[src/rtl/irq_cause_pkg.sv]
package irq_cause_pkg;

  // Read selection, encoded as the word index of each register.
  typedef enum logic [2:0] {
    SEL_CAUSE   = 3'd0,
    SEL_MASKED  = 3'd1,
    SEL_MODE    = 3'd2,
    SEL_SET     = 3'd3,
    SEL_CLR     = 3'd4,
    SEL_MASKVAL = 3'd5,
    SEL_NONE    = 3'd7
  } regSel_e;

  // Strobes from the decoder to the datapath.
  typedef struct packed {
    logic    wrCause;
    logic    wrMode;
    logic    setMask;
    logic    clrMask;
    logic    rdCause;
    logic    rdMasked;
    regSel_e rdSel;
  } ctrlStrobes_t;

endpackage

[src/rtl/irq_cause_ctrl.sv]
module irq_cause_ctrl
  import irq_cause_pkg::*;
#(
  parameter int ADDR_W = 5
) (
  input  logic              wrEn,
  input  logic              rdEn,
  input  logic [ADDR_W-1:0] addr,
  output ctrlStrobes_t      strb
);
  localparam int IDX_W = ADDR_W - 2;

  logic [IDX_W-1:0] wordIdx;
  assign wordIdx = addr[ADDR_W-1:2];

  always_comb begin
    strb       = '0;
    strb.rdSel = SEL_NONE;
    case (wordIdx)
      IDX_W'(0): begin
        strb.rdSel   = SEL_CAUSE;
        strb.wrCause = wrEn;
        strb.rdCause = rdEn;
      end
      IDX_W'(1): begin
        strb.rdSel    = SEL_MASKED;
        strb.rdMasked = rdEn;
      end
      IDX_W'(2): begin
        strb.rdSel  = SEL_MODE;
        strb.wrMode = wrEn;
      end
      IDX_W'(3): begin
        strb.rdSel   = SEL_SET;
        strb.setMask = wrEn;
      end
      IDX_W'(4): begin
        strb.rdSel   = SEL_CLR;
        strb.clrMask = wrEn;
      end
      IDX_W'(5): strb.rdSel = SEL_MASKVAL;
      default: ;
    endcase
  end
endmodule

[src/rtl/irq_cause_dp.sv]
module irq_cause_dp
  import irq_cause_pkg::*;
#(
  parameter int NUM_BITS = 32
) (
  input  logic                clk,
  input  logic                rstN,
  input  logic [NUM_BITS-1:0] evtPulse,
  input  logic [NUM_BITS-1:0] wrData,
  input  ctrlStrobes_t        strb,
  output logic [NUM_BITS-1:0] rdData,
  output logic                irqOut,
  output logic [NUM_BITS-1:0] causeQ,
  output logic [NUM_BITS-1:0] maskQ
);
  logic [NUM_BITS-1:0] modeQ;
  logic [NUM_BITS-1:0] clrVec;
  logic [NUM_BITS-1:0] maskSetVec;
  logic [NUM_BITS-1:0] maskClrVec;
  logic [NUM_BITS-1:0] maskedView;

  assign maskedView = causeQ & ~maskQ;

  // Clear sources: a write clears write-one-to-clear bits;
  // a read clears clear-on-read bits that the read returned.
  always_comb begin
    clrVec = '0;
    if (strb.wrCause)  clrVec = clrVec | (wrData & ~modeQ);
    if (strb.rdCause)  clrVec = clrVec | (causeQ & modeQ);
    if (strb.rdMasked) clrVec = clrVec | (maskedView & modeQ);
  end

  // One sticky cell per cause bit; an event beats a clear.
  for (genvar i = 0; i < NUM_BITS; i++) begin : gCause
    always_ff @(posedge clk) begin
      if (!rstN) causeQ[i] <= 1'b0;
      else       causeQ[i] <= evtPulse[i] | (causeQ[i] & ~clrVec[i]);
    end
  end

  assign maskSetVec = strb.setMask ? wrData : '0;
  assign maskClrVec = strb.clrMask ? wrData : '0;

  always_ff @(posedge clk) begin
    if (!rstN) begin
      maskQ <= '1;
      modeQ <= '0;
    end else begin
      maskQ <= (maskQ | maskSetVec) & ~maskClrVec;
      if (strb.wrMode) modeQ <= wrData;
    end
  end

  always_comb begin
    case (strb.rdSel)
      SEL_CAUSE:   rdData = causeQ;
      SEL_MASKED:  rdData = maskedView;
      SEL_MODE:    rdData = modeQ;
      SEL_MASKVAL: rdData = maskQ;
      default:     rdData = '0;
    endcase
  end

  assign irqOut = |maskedView;
endmodule

[src/rtl/irq_cause_bank.sv]
module irq_cause_bank
  import irq_cause_pkg::*;
#(
  parameter int NUM_BITS = 32,
  parameter int ADDR_W   = 5
) (
  input  logic                clk,
  input  logic                rstN,
  input  logic [NUM_BITS-1:0] evtPulse,
  input  logic                wrEn,
  input  logic                rdEn,
  input  logic [ADDR_W-1:0]   addr,
  input  logic [NUM_BITS-1:0] wrData,
  output logic [NUM_BITS-1:0] rdData,
  output logic                irqOut
);
  ctrlStrobes_t        strb;
  logic [NUM_BITS-1:0] causeQ;
  logic [NUM_BITS-1:0] maskQ;

  irq_cause_ctrl #(.ADDR_W(ADDR_W)) uCtrl (
    .wrEn (wrEn),
    .rdEn (rdEn),
    .addr (addr),
    .strb (strb)
  );

  irq_cause_dp #(.NUM_BITS(NUM_BITS)) uDp (
    .clk      (clk),
    .rstN     (rstN),
    .evtPulse (evtPulse),
    .wrData   (wrData),
    .strb     (strb),
    .rdData   (rdData),
    .irqOut   (irqOut),
    .causeQ   (causeQ),
    .maskQ    (maskQ)
  );
endmodule

[config.mk]
export PLATFORM = sky130hd
export DESIGN_NAME = irq_cause_bank
export DESIGN_NICKNAME = d
export VERILOG_FILES = /design/src/rtl/irq_cause_pkg.sv /design/src/rtl/irq_cause_ctrl.sv /design/src/rtl/irq_cause_dp.sv /design/src/rtl/irq_cause_bank.sv
export SDC_FILE = /design/constraint.sdc
export NUM_CORES = 1
export LEC_CHECK = 0
export BUFFER_PORTS_ARGS = -buffer_cell sky130_fd_sc_hd__buf_2
export CAP_MARGIN = 40
export CORE_ASPECT_RATIO = 0.5
export CORE_MARGIN = 2
export CORE_UTILIZATION = 45
export DETAILED_ROUTE_END_ITERATION = 8
export PLACE_DENSITY = 0.7
export RECOVER_POWER = 50
export SKIP_CTS_REPAIR_TIMING = 1
export SLEW_MARGIN = 20
export SYNTH_ARGS = -nofsm -noshare
export SYNTH_HDL_FRONTEND = slang
export SYNTH_SLANG_ARGS = --single-unit
[constraint.sdc]
create_clock -name clk -period 1.1 [get_ports clk]
set_input_delay 0.11 -clock clk [delete_from_list [all_inputs] [get_ports clk]]
set_output_delay 0.11 -clock clk [all_outputs]
set_load 0.05 [all_outputs]
# --- Word level (Yosys, flattened, before mapping) ---
# Cells that the tools add are included.
word_totals:
  in_bits: 73
  wordCells: 165
  register_bits: 96
  out_inout_bits: 33
classes:
  bitwise_logic: 107
  mux: 13
  eq_ne: 8
  reduce_logical: 3
ops:
  columns: ["op", "n"]
  rows:
  - ["$and 32x32->32", 5]
  - ["$mux 32", 5]
  - ["$pmux 32 s4", 1]
  - ["$not 32->32", 3]
  - ["$or 32x32->32", 3]
  - ["$and 1x1->1", 32]
  - ["$not 1->1", 32]
  - ["$or 1x1->1", 32]
  - ["$reduce_or 32->1", 1]
  - ["$pmux 3 s6", 1]
  - ["$eq 3x2->1 const B", 3]
  - ["$eq 3x3->1 const B", 3]
  - ["$eq 3x1->1 const B", 2]
  - ["$logic_not 3->1", 2]
  - ["$mux 1", 6]

# --- Logic depth before layout (Yosys ltp) ---
# Gate-level depths: netlist (run 1).
depth:
  ltp_word: 10
  ltp_mapped: 7
  depth_no_buf: 4

# --- Hierarchy ---
# A second synthesis (run 1) with hierarchy kept.
unflattened:
  cells_unflattened: 644
  area_unflattened_um2: 5509.0
by_module_without_submodules:
  columns: ["module", "area_each_um2", "instances", "cells_per_inst"]
  rows:
  - ["irq_cause_dp", 5429.0, 1, 635]
  - ["irq_cause_ctrl", 80.1, 1, 9]

# --- Worst setup path before layout (run 1) ---
# No wires, ideal clock.
synth_timing:
  path_type: "input to output"
  start: "input port addr[2]"
  end: "output port rdData[0]"
  slack_ps: -763
  path_stages: 5
  arrival_ps: 1753
  required_time_ps: 990
  cell_sequence: "buf_2 -> buf_1 -> nand2_1 -> a32oi_1 -> o21ai_0"
synth_via:
  elab_chain_len: 4
  word_cells_on_any_way: 12
  classes_between: "eq/ne (8); mux (2); reduce/logical (2)"
synth_lines:
  columns: ["element", "line_no", "source"]
  rows:
  - ["start: declaration", "irq_cause_bank.sv:12", "input logic [ADDR_W-1:0] addr,"]
  - ["$eq 3x3->1 (tied with other cells)", "irq_cause_ctrl.sv:19", "case (wordIdx)"]
  - ["$pmux 3 s6 *", "irq_cause_ctrl.sv:19", null]
  - ["$eq 3x3->1 (tied with other cells)", "irq_cause_dp.sv:55", "case (strb.rdSel)"]
  - ["$pmux 32 s4 *", "irq_cause_dp.sv:55", null]
  - ["end: declaration", "irq_cause_bank.sv:14", "output logic [NUM_BITS-1:0] rdData,"]
# Every way passes the cells marked *; elsewhere a longest branch is shown, timed or not.

# --- Worst setup path after layout (run 1) ---
layout_timing:
  start: "register uDp.maskQ[1]"
  end: "output port irqOut"
layout_via:
  elab_chain_len: 3
layout_lines:
  columns: ["element", "line_no", "source"]
  rows:
  - ["start: declaration", "irq_cause_dp.sv:14", "output logic [NUM_BITS-1:0] maskQ"]
  - ["start signal: assignment", "irq_cause_dp.sv:49", "maskQ <= (maskQ | maskSetVec) & ~maskClrVec;"]
  - ["$not 32->32", "irq_cause_dp.sv:22", "assign maskedView = causeQ & ~maskQ;"]
  - ["$and 32x32->32", "irq_cause_dp.sv:22", null]
  - ["$reduce_or 32->1", "irq_cause_dp.sv:64", "assign irqOut = |maskedView;"]
  - ["end: declaration", "irq_cause_bank.sv:15", "output logic irqOut"]
# No other way between the ends.

==> results of run 1 <==
-- stage by stage --
stage                     worst slack (ns)  area, um2  hold slack [ns]
after floorplan                     -0.192       5510            0.209
after global placement              -0.286       6880            0.295
after detailed placement            -0.315       6880            0.299
after CTS                           -0.681       7160          -0.0737
after global routing                -0.700       8680           0.0102
final                               -0.642       8680          -0.0288
-- flip-flops by register name (all words and copies together), names as in the netlist --
| register | count |
|---|---|
| uDp.modeQ | 32 |
| uDp.causeQ | 32 |
| uDp.maskQ | 32 |
-- worst min-delay path: stages --
cell	delay, ns
buf_2	0.08
nand2_1	0.06
nand2_1	0.05
-- layer usage --
layer	part of all wire, %	GRT usage (%)	up-vias	wire (um)
met3	9.8	6.93	70	2090
met1	40	38.2	3054	8580
li1	-	-	2874	-
met5	0	0	-	0
met4	2.5	9.17	0	540
met2	47	45.6	377	10000
-- power groups by stage --
stage	Clock (mW)	Combinational, mW	Sequential (mW)
3_3_place_gp	0	1.82	3.82
2_1_floorplan	0	1.08	3.82
6_report	3.09	2.44	3.79
3_5_place_dp	0	1.84	3.82
4_1_cts	3.09	1.85	3.75
5_1_grt	3.24	2.56	3.81
-- synthesized netlist by cell type, drive strengths merged (26+ instances only) --
cell type	instances	area, um2
nand4	32	200
dfxtp	96	1920
inv	26	97.6
nand3	31	155
a21oi	33	165
clkbuf	28	105
nand2	193	724
a21boi	32	240
and2	33	206
o21ai	65	325
nand3b	32	240
a32oi	32	280
-- cells by family after synthesis --
group,after synthesis,synth area share [%]
AND/OR/NAND/NOR,341,33.2
AO/OA/AOI/OAI,175,21.7
flip-flops,96,38.1
buffers and inverters,79,6.97
-- final timing paths --
check               start            end  slack (ns)  depth (start not counted)
min           evtPulse[3]  uDp.causeQ[3]       -0.03                          3
max          uDp.maskQ[1]         irqOut       -0.64                          5
max reg2reg  uDp.maskQ[2]   uDp.maskQ[2]        0.02                          4
min reg2reg  uDp.modeQ[6]   uDp.modeQ[6]        0.50                          2
-- layout by cell type, fill, tap and decap left out, types with 3 or more instances in the layout --
cell type      count
a21boi_1          32
a21oi_1           32
a32oi_2           18
a32oi_4           13
and2_1            32
buf_12            14
buf_2             68
buf_4             94
buf_6             59
clkbuf_16         11
clkinvlp_4         3
dfxtp_1           61
dfxtp_2           32
dfxtp_4            3
dlygate4sd3_1     28
inv_1             24
nand2_1          164
nand2_2            7
nand2_4           22
nand2b_4           5
nand3_1           30
nand3b_1          32
nand4_1           32
nor3_2             3
o21ai_0           28
o21ai_1            5
o21ai_2            3
o21ai_4           29
o22ai_1            9
-- layout make-up --
type / instances / area (um2)
multi-input combinational: 516 / 3780
timing repair buffer: 269 / 2370
clock buffer: 11 / 243
inverter: 26 / 97.6
tap: 145 / 181
sequential: 96 / 1970
fill: 694 / 2260
clock inverter: 5 / 40.0
==> flow_summary.yaml, run 1 <==
run_status:
  status: "finished, violations left"
  violations: "hold timing, setup timing"
route:
  drt-initial-drc-count: 581
  via_per_inst: 5.97
  via_count: 6375
  wirelength_mm: 21.2
  ant_nets: 0
  drc: 0
  drt-pass1-iter-count: 5
  wire_per_inst_um: 19.9
cts:
  numCtsBuffers: 9
  path_clk_slew_ns: 0.07
  ctsRootBufferMaster: "clkbuf_16"
  clk_latency_ns: 0.36
  htree_levels: 3
  cts_tree: "built"
  clkSinkCount: 96
  cts_buffer_depth: 2
setup_path:
  critPathBufInv: 1
  critPathTopFamily: "simple AND/OR/NAND/NOR gates"
  crit_chain: "nand2b_4 > o2111ai_2 > nor3_2 > nand4_1 > buf_6"
  criticalPathCategory: "register to output port"
  crit_required_ns: 0.99
  slowest_stage: "dfxtp_2"
  start_kind: "register"
  worstPathArrival_ns: 1.63
  crit_path_max_fanout: 2
  slowest_delay_ns: 0.34
  cp-end-kind: "output port"
sta:
  post-route-period-util_pct: 158
  relSlewSlack_pct: 68.4
  rsz0062_at_grt: "true"
  fin_skew_ns: 0.0100
  fin_ws_ns: -0.642
  final_hold_viol_count: 1
  hold_slack_ns: -0.0288
  tns_ns: -13.88
  tightestPinTransition_ns: 0.473
  finalMaxSlewViolations: 0
  fmax_ghz: 0.574
  setup_viol: 61
  period_needed_ns: 1.74
power_and_ir_drop:
  ir_drop_uv: 758
  p_clk_share_pct: 33.1
  switching_share_pct: 32.2
  p_leak_nw: 3.56
  total_power_mw: 9.32
  seqPwrFrac_pct: 40.7
  p_sw_mw: 3.00
  p_per_area_nw_per_um2: 1070
  power_frac_comb_pct: 26.2
  intPower_mw: 6.32
synth:
  synth.avg_cell_area_um2: 7.30
  synth_edf_count: 0
  synth_fp_nets: 764
  synth-seq-cells: 96
  async_flop_share_pct: 0
  ys_seq_area_share_pct: 38.1
  yosys_warnings: 0
  synthFlopType: "dfxtp_1"
  synthesis.instances: 691
  ys_types: 29
  synth_area_um2: 5050
global_route:
  grt_max_degree: 66
  grtUsageTotal_pct: 28.5
  grt-ovfl-total: 0
  grt_pass1_vias: 5423
  grt_pass1_wl_mm: 27.1
  antenna_found_initial: 0
die:
  die_area_um2: 12100
  die_height_um: 78.9
  rows: 27
  die_w_um: 154
  start_util_pct: 46.1
  ios: 106
  coreArea_um2: 10900
placed_design:
  dpl.cell_count: 998
  gp_congestion: 0.867
  place_hpwl_mm: 11.7
  portBuffers: 103
finish:
  diodes: 0
  post-route-util_pct: 79.3
  layoutNonFillerInstCount: 1068
  fin_nets: 991
  drive_gt1_share_pct: 43.8
  syn_to_final_growth_pct: 72.0
min_path:
  hold_path.class: "input pin to register"
run:
  cap_violations: 0
No activity file was read; power rests on OpenSTA's default activity.
==> run 2, diff against run 1 <==
- ABC_AREA: unset -> 1
- SKIP_CTS_REPAIR_TIMING: 1 -> unset
==> run 2 against run 1 <==
Against the previous run:
- the run still ends with hold timing, setup timing left
- power is 4.5% higher
- fmax decreased by 2.4%
- via count is 20% higher
- clock power up 10%
- register-to-register slack worse by 0.26 ns
- first-iteration DRC count is 130% higher
==> flow_summary.yaml, run 2 <==
die:
  die_area_um2: 13400
  die_w_um: 162
  ios: 106
  start_util_pct: 46.8
  die_height_um: 82.9
  rows: 28
  coreArea_um2: 12000
cts:
  cts_tree: "built"
  htree_levels: 3
  clk_latency_ns: 0.36
  cts_buffer_depth: 2
  numCtsBuffers: 9
  ctsRootBufferMaster: "clkbuf_16"
  path_clk_slew_ns: 0.08
  clkSinkCount: 96
synth:
  synth_common_cells: "192 x inv_1, 178 x nand2_1, 98 x o21ai_0"
  synthMuxAreaShare_pct: 0
  synth_fp_nets: 928
  synthXorXnorAreaFrac_pct: 0
  synth.avg_cell_area_um2: 6.56
  synth.largest_area_cell: "dfxtp_1"
  synth-simple-area-share_pct: 22.3
  synth-seq-cells: 96
  synth_area_leaders: "dfxtp_1 34%, inv_1 13%, nand2_1 12%"
  synthesis.instances: 855
  synth_top_family_by_area: "compound AO/OA/AOI/OAI gates"
  synthFlopType: "dfxtp_1"
  ys_seq_area_share_pct: 34.3
  synth_area_um2: 5610
  ys_types: 26
  synth_edf_count: 0
  yosys_warnings: 0
  async_flop_share_pct: 0
  yosys.area.top_type_share_pct: 34.3
  synth_compound_gate_area_share_pct: 26.1
  yosysMostFrequentCell: "inv_1"
  yosys.area_share.adder_pct: 0
sta:
  post-route-period-util_pct: 162
  tightestPinTransition_ns: 0.505
  hold_slack_ns: -0.00538
  period_needed_ns: 1.78
  relSlewSlack_pct: 66.3
  final_hold_viol_count: 2
  setup_viol: 114
  rsz0062_at_grt: "true"
  fin_ws_ns: -0.684
  finalMaxSlewViolations: 0
  tns_ns: -24.81
  fin_skew_ns: 0.00571
  fmax_ghz: 0.560
global_route:
  grt-ovfl-total: 0
  grt_pass1_vias: 6826
  antenna_found_initial: 0
  grtUsageTotal_pct: 31.2
  grt_max_degree: 51
  grt_pass1_wl_mm: 33.5
placed_design:
  place_hpwl_mm: 13.2
  gp_congestion: 0.925
  pre_cts_ws_ns: -0.376
  portBuffers: 103
min_path:
  hold_path.class: "input pin to register"
setup_path:
  crit_required_ns: 0.99
  cpMostUsedCell: "nand2_2"
  crit_path_max_fanout: 2
  start_kind: "register"
  worstPathArrival_ns: 1.67
  cp-end-kind: "output port"
  slowest_delay_ns: 0.36
  crit_chain: "inv_2 > nand2_2 > o21ai_1 > nor3_2 > nand2_1 > nor2_2 > nand2_2 > buf_8"
  slowest_stage: "dfxtp_2"
  criticalPathCategory: "register to output port"
power_and_ir_drop:
  ir_drop_uv: 820
  total_power_mw: 9.74
  p_per_area_nw_per_um2: 1040
  p_leak_nw: 4.48
route:
  drc: 0
  wirelength_mm: 27.6
  drt-initial-drc-count: 1309
  drt-pass1-iter-count: 6
  via_count: 7646
  via_per_inst: 6.14
  wire_per_inst_um: 22.1
  ant_nets: 0
finish:
  top_regs: "uDp.causeQ x32, uDp.maskQ x32, uDp.modeQ x32"
  drive_gt1_share_pct: 50.6
  post-route-util_pct: 78.1
  fin_nets: 1149
  syn_to_final_growth_pct: 66.9
  diodes: 0
  layout_commonest_cell: "nand2_1"
  layout_common_cells: "157 x nand2_1, 147 x inv_1, 86 x buf_4, 67 x buf_2, 61 x o21ai_0"
run_status:
  violations: "hold timing, setup timing"
  status: "finished, violations left"
run:
  cap_violations: 0
run 2: cell count changes in the layout (fill, tap and decap cells not counted), sizes merged, moves of 31 or more:
cell    previous run  this run
inv               27       197
and2              33         0
a32oi             32         0
a21boi            32         0
a22oi              0        32
o21ai             65        98
nand3b            32         1
o221ai             0        32
a21oi             33        64
run 2: path summary, 6_finish.rpt:
kind,startpoint,endpoint,slack (ns),cells after the start
worst max-delay path,uDp.maskQ[10],irqOut,-0.68,8
worst min-delay path,evtPulse[15],uDp.causeQ[15],-0.005,3
worst max register to register,uDp.causeQ[13],uDp.causeQ[13],-0.24,8
worst min register to register,uDp.modeQ[1],uDp.causeQ[1],0.52,3
run 2: layer usage:
| metal | GRT usage [%] | routed length, um |
|---|---|---|
| met3 | 7.14 | 3870 |
| met1 | 39.9 | 10200 |
| met4 | 12.8 | 1680 |
| met5 | 0 | 0 |
| met2 | 51.0 | 11800 |
run 2: layout make-up:
class | instances | area, um2
multi-input combinational | 515 | 3640
clock inverter | 7 | 78.8
inverter | 194 | 743
sequential | 96 | 1990
timing repair buffer | 260 | 2480
fill | 728 | 2620
clock buffer | 9 | 225
tap | 165 | 206
run 2: logic make-up after synthesis:
kind of cell    after synthesis
flops                        96
simple gates                286
buf+inv                     244
compound gates              229
run 2: timing repair:
item	CTS	global route
setup endpoints to repair	37	94
pin swaps	52	75
buffers inserted	11	15
endpoints found under the hold margin	19	0
gates resized for setup	239	185
hold buffers	19	0
cloned	1	12
run 2: worst max-delay path, delay by kind of cell (launching register included):
family                 cells  cell delay, ns
AO/OA/AOI/OAI              1            0.09
buffers and inverters      2            0.21
flip-flops                 1            0.36
AND/OR/NAND/NOR            5            0.65
run 2: metrics by stage:
stage | area [um2] | std cells
final | 9360 | 1246
after floorplan | 5870 | 855
after global routing | 9360 | 1246
after CTS | 8490 | 1221
after detailed placement | 7340 | 1181
after global placement | 7340 | 1181
run 2: report_power, final:
part	internal (mW)	switching (mW)
logic	1.02	1.54
registers	3.64	0.122
clock network	1.80	1.62
==> run 3, diff against run 2 <==
- CORE_UTILIZATION: 45 -> 40
- PLACE_DENSITY: 0.7 -> unset
==> run 3 against run 2 <==
Against the previous run:
- the run ends with setup timing left
- sequential power barely moved
- via count fell by 14%
- non-clock buffer count fell by 16
- highest routed layer unchanged
- register-to-register slack improved by 0.24 ns
- first-iteration DRC count fell by 60%
- combinational power fell by 13%
- wire length fell by 23%
- flip-flop and latch count did not move
- clock power fell by 2%
- global-route usage fell by 3.6 points
- clock skew rose by 0.0011 ns
- count of clock-buffer cells in the layout rose by 3
==> flow_summary.yaml, run 3 (same netlist as run 2, synthesis figures left out) <==
sta:
  period_needed_ns: 1.61
  tightestPinTransition_ns: 0.331
  rsz0062_at_grt: "true"
  fmax_ghz: 0.622
  fin_ws_ns: -0.508
  tns_ns: -11.77
  finalMaxSlewViolations: 0
  setup_viol: 48
  post-route-period-util_pct: 146
  hold_slack_ns: 0.00365
  final_hold_viol_count: 0
  relSlewSlack_pct: 78.0
  fin_skew_ns: 0.00684
setup_path:
  critPathTopFamily: "simple AND/OR/NAND/NOR gates"
  cp-end-kind: "output port"
  slowest_stage: "dfxtp_2"
  r2r_setup_slack_ns: 0
  crit_path_max_fanout: 2
  criticalPathCategory: "register to output port"
  start_kind: "register"
  cpMostUsedCell: "nor2_4"
  slowest_delay_ns: 0.33
  worstPathArrival_ns: 1.50
  crit_chain: "inv_2 > nor2_4 > nor3_2 > buf_4 > nand2_4 > nor2_4 > nand2_2 > buf_8"
  crit_required_ns: 0.99
  critPathBufInv: 3
cts:
  numCtsBuffers: 9
  clkSinkCount: 96
  path_clk_slew_ns: 0.07
  clk_latency_ns: 0.35
  cts_buffer_depth: 2
  ctsRootBufferMaster: "clkbuf_16"
  cts_tree: "built"
  htree_levels: 3
finish:
  post-route-util_pct: 64.9
  layout_common_cells: "160 x nand2_1, 151 x inv_1, 92 x o21ai_0, 84 x buf_4, 67 x buf_2"
  drive_gt1_share_pct: 43.8
  fin_nets: 1133
  layout_commonest_cell: "nand2_1"
  syn_to_final_growth_pct: 57.7
  diodes: 0
  top_regs: "uDp.causeQ x32, uDp.maskQ x32, uDp.modeQ x32"
route:
  drt-pass1-iter-count: 4
  wirelength_mm: 21.1
  ant_nets: 0
  via_per_inst: 5.22
  drc: 0
  drt-initial-drc-count: 528
  via_count: 6562
  wire_per_inst_um: 16.8
global_route:
  grtUsageTotal_pct: 27.6
  grt_max_degree: 43
  grt_pass1_wl_mm: 32.0
  grt_pass1_vias: 6189
  grt-ovfl-total: 0
  antenna_found_initial: 0
die:
  coreArea_um2: 13600
  rows: 30
  ios: 106
  die_area_um2: 15000
  die_w_um: 171
  start_util_pct: 41.2
  die_height_um: 87.7
run_status:
  status: "finished, violations left"
  violations: "setup timing"
placed_design:
  portBuffers: 103
  pre_cts_ws_ns: -0.356
  place_hpwl_mm: 13.6
  gp_congestion: 0.883
min_path:
  hold_path.class: "input pin to register"
power_and_ir_drop:
  ir_drop_uv: 678
  p_leak_nw: 4.28
  p_per_area_nw_per_um2: 1050
run:
  cap_violations: 0
## run 3: what timing repair did
| item | 4_1_cts | 5_1_grt |
|---|---|---|
| setup endpoints to repair | 39 | 44 |
| endpoints found under the hold margin | 21 | 0 |
| hold buffers | 21 | 0 |
| resized for setup | 226 | 84 |
| setup buffers | 2 | 9 |
| pin swaps | 39 | 32 |
| cloned | 0 | 6 |
## run 3: power by group
| group | total, mW | internal (mW) | leakage (nW) | switching, mW |
|---|---|---|---|---|
| clock network | 3.35 | 1.90 | 0.149 | 1.45 |
| registers | 3.75 | 3.64 | 0.780 | 0.112 |
| logic | 2.22 | 0.910 | 3.35 | 1.31 |
## run 3: final timing paths
check                                    start  depth (start not counted)             end
worst min register to register   uDp.modeQ[14]                          3  uDp.causeQ[14]
worst max register to register   uDp.causeQ[4]                          8   uDp.causeQ[4]
worst min-delay path              evtPulse[30]                          3  uDp.causeQ[30]
worst max-delay path            uDp.causeQ[11]                          8          irqOut
## run 3: cell type report
type                    count  area (um2)
fillers                  1219        4780
multi-input cells         515        3400
repair buffers            244        2150
flip-flops and latches     96        2000
inverters                 194         748
clock buffers              12         256
well taps                 192         240
clock inverters             4        51.3
## run 3: metrics by stage
| step | cells | power (mW) | instance area [um2] |
|---|---|---|---|
| after global placement | 1208 | 5.58 | 7350 |
| after detailed placement | 1208 | 5.60 | 7350 |
| final | 1257 | 9.32 | 8840 |
| after global routing | 1257 | 9.66 | 8840 |
| after floorplan | 855 | 4.85 | 5870 |
| after CTS | 1242 | 9.22 | 8420 |
## run 3: tightest hold or removal path: cells and delay by family
kind	cells	cell delay [ns]
buffers and inverters	2	0.15
AOI/OAI and AO/OA	1	0.06
## run 3: metal layers
metal | up-vias | GRT usage, % | share of wire [%]
met4 | 0 | 9.09 | 1.4
li1 | 3195 | - | -
met1 | 3096 | 37.7 | 47
met3 | 26 | 4.61 | 6.8
met5 | - | 0 | 0
met2 | 245 | 44.8 | 45
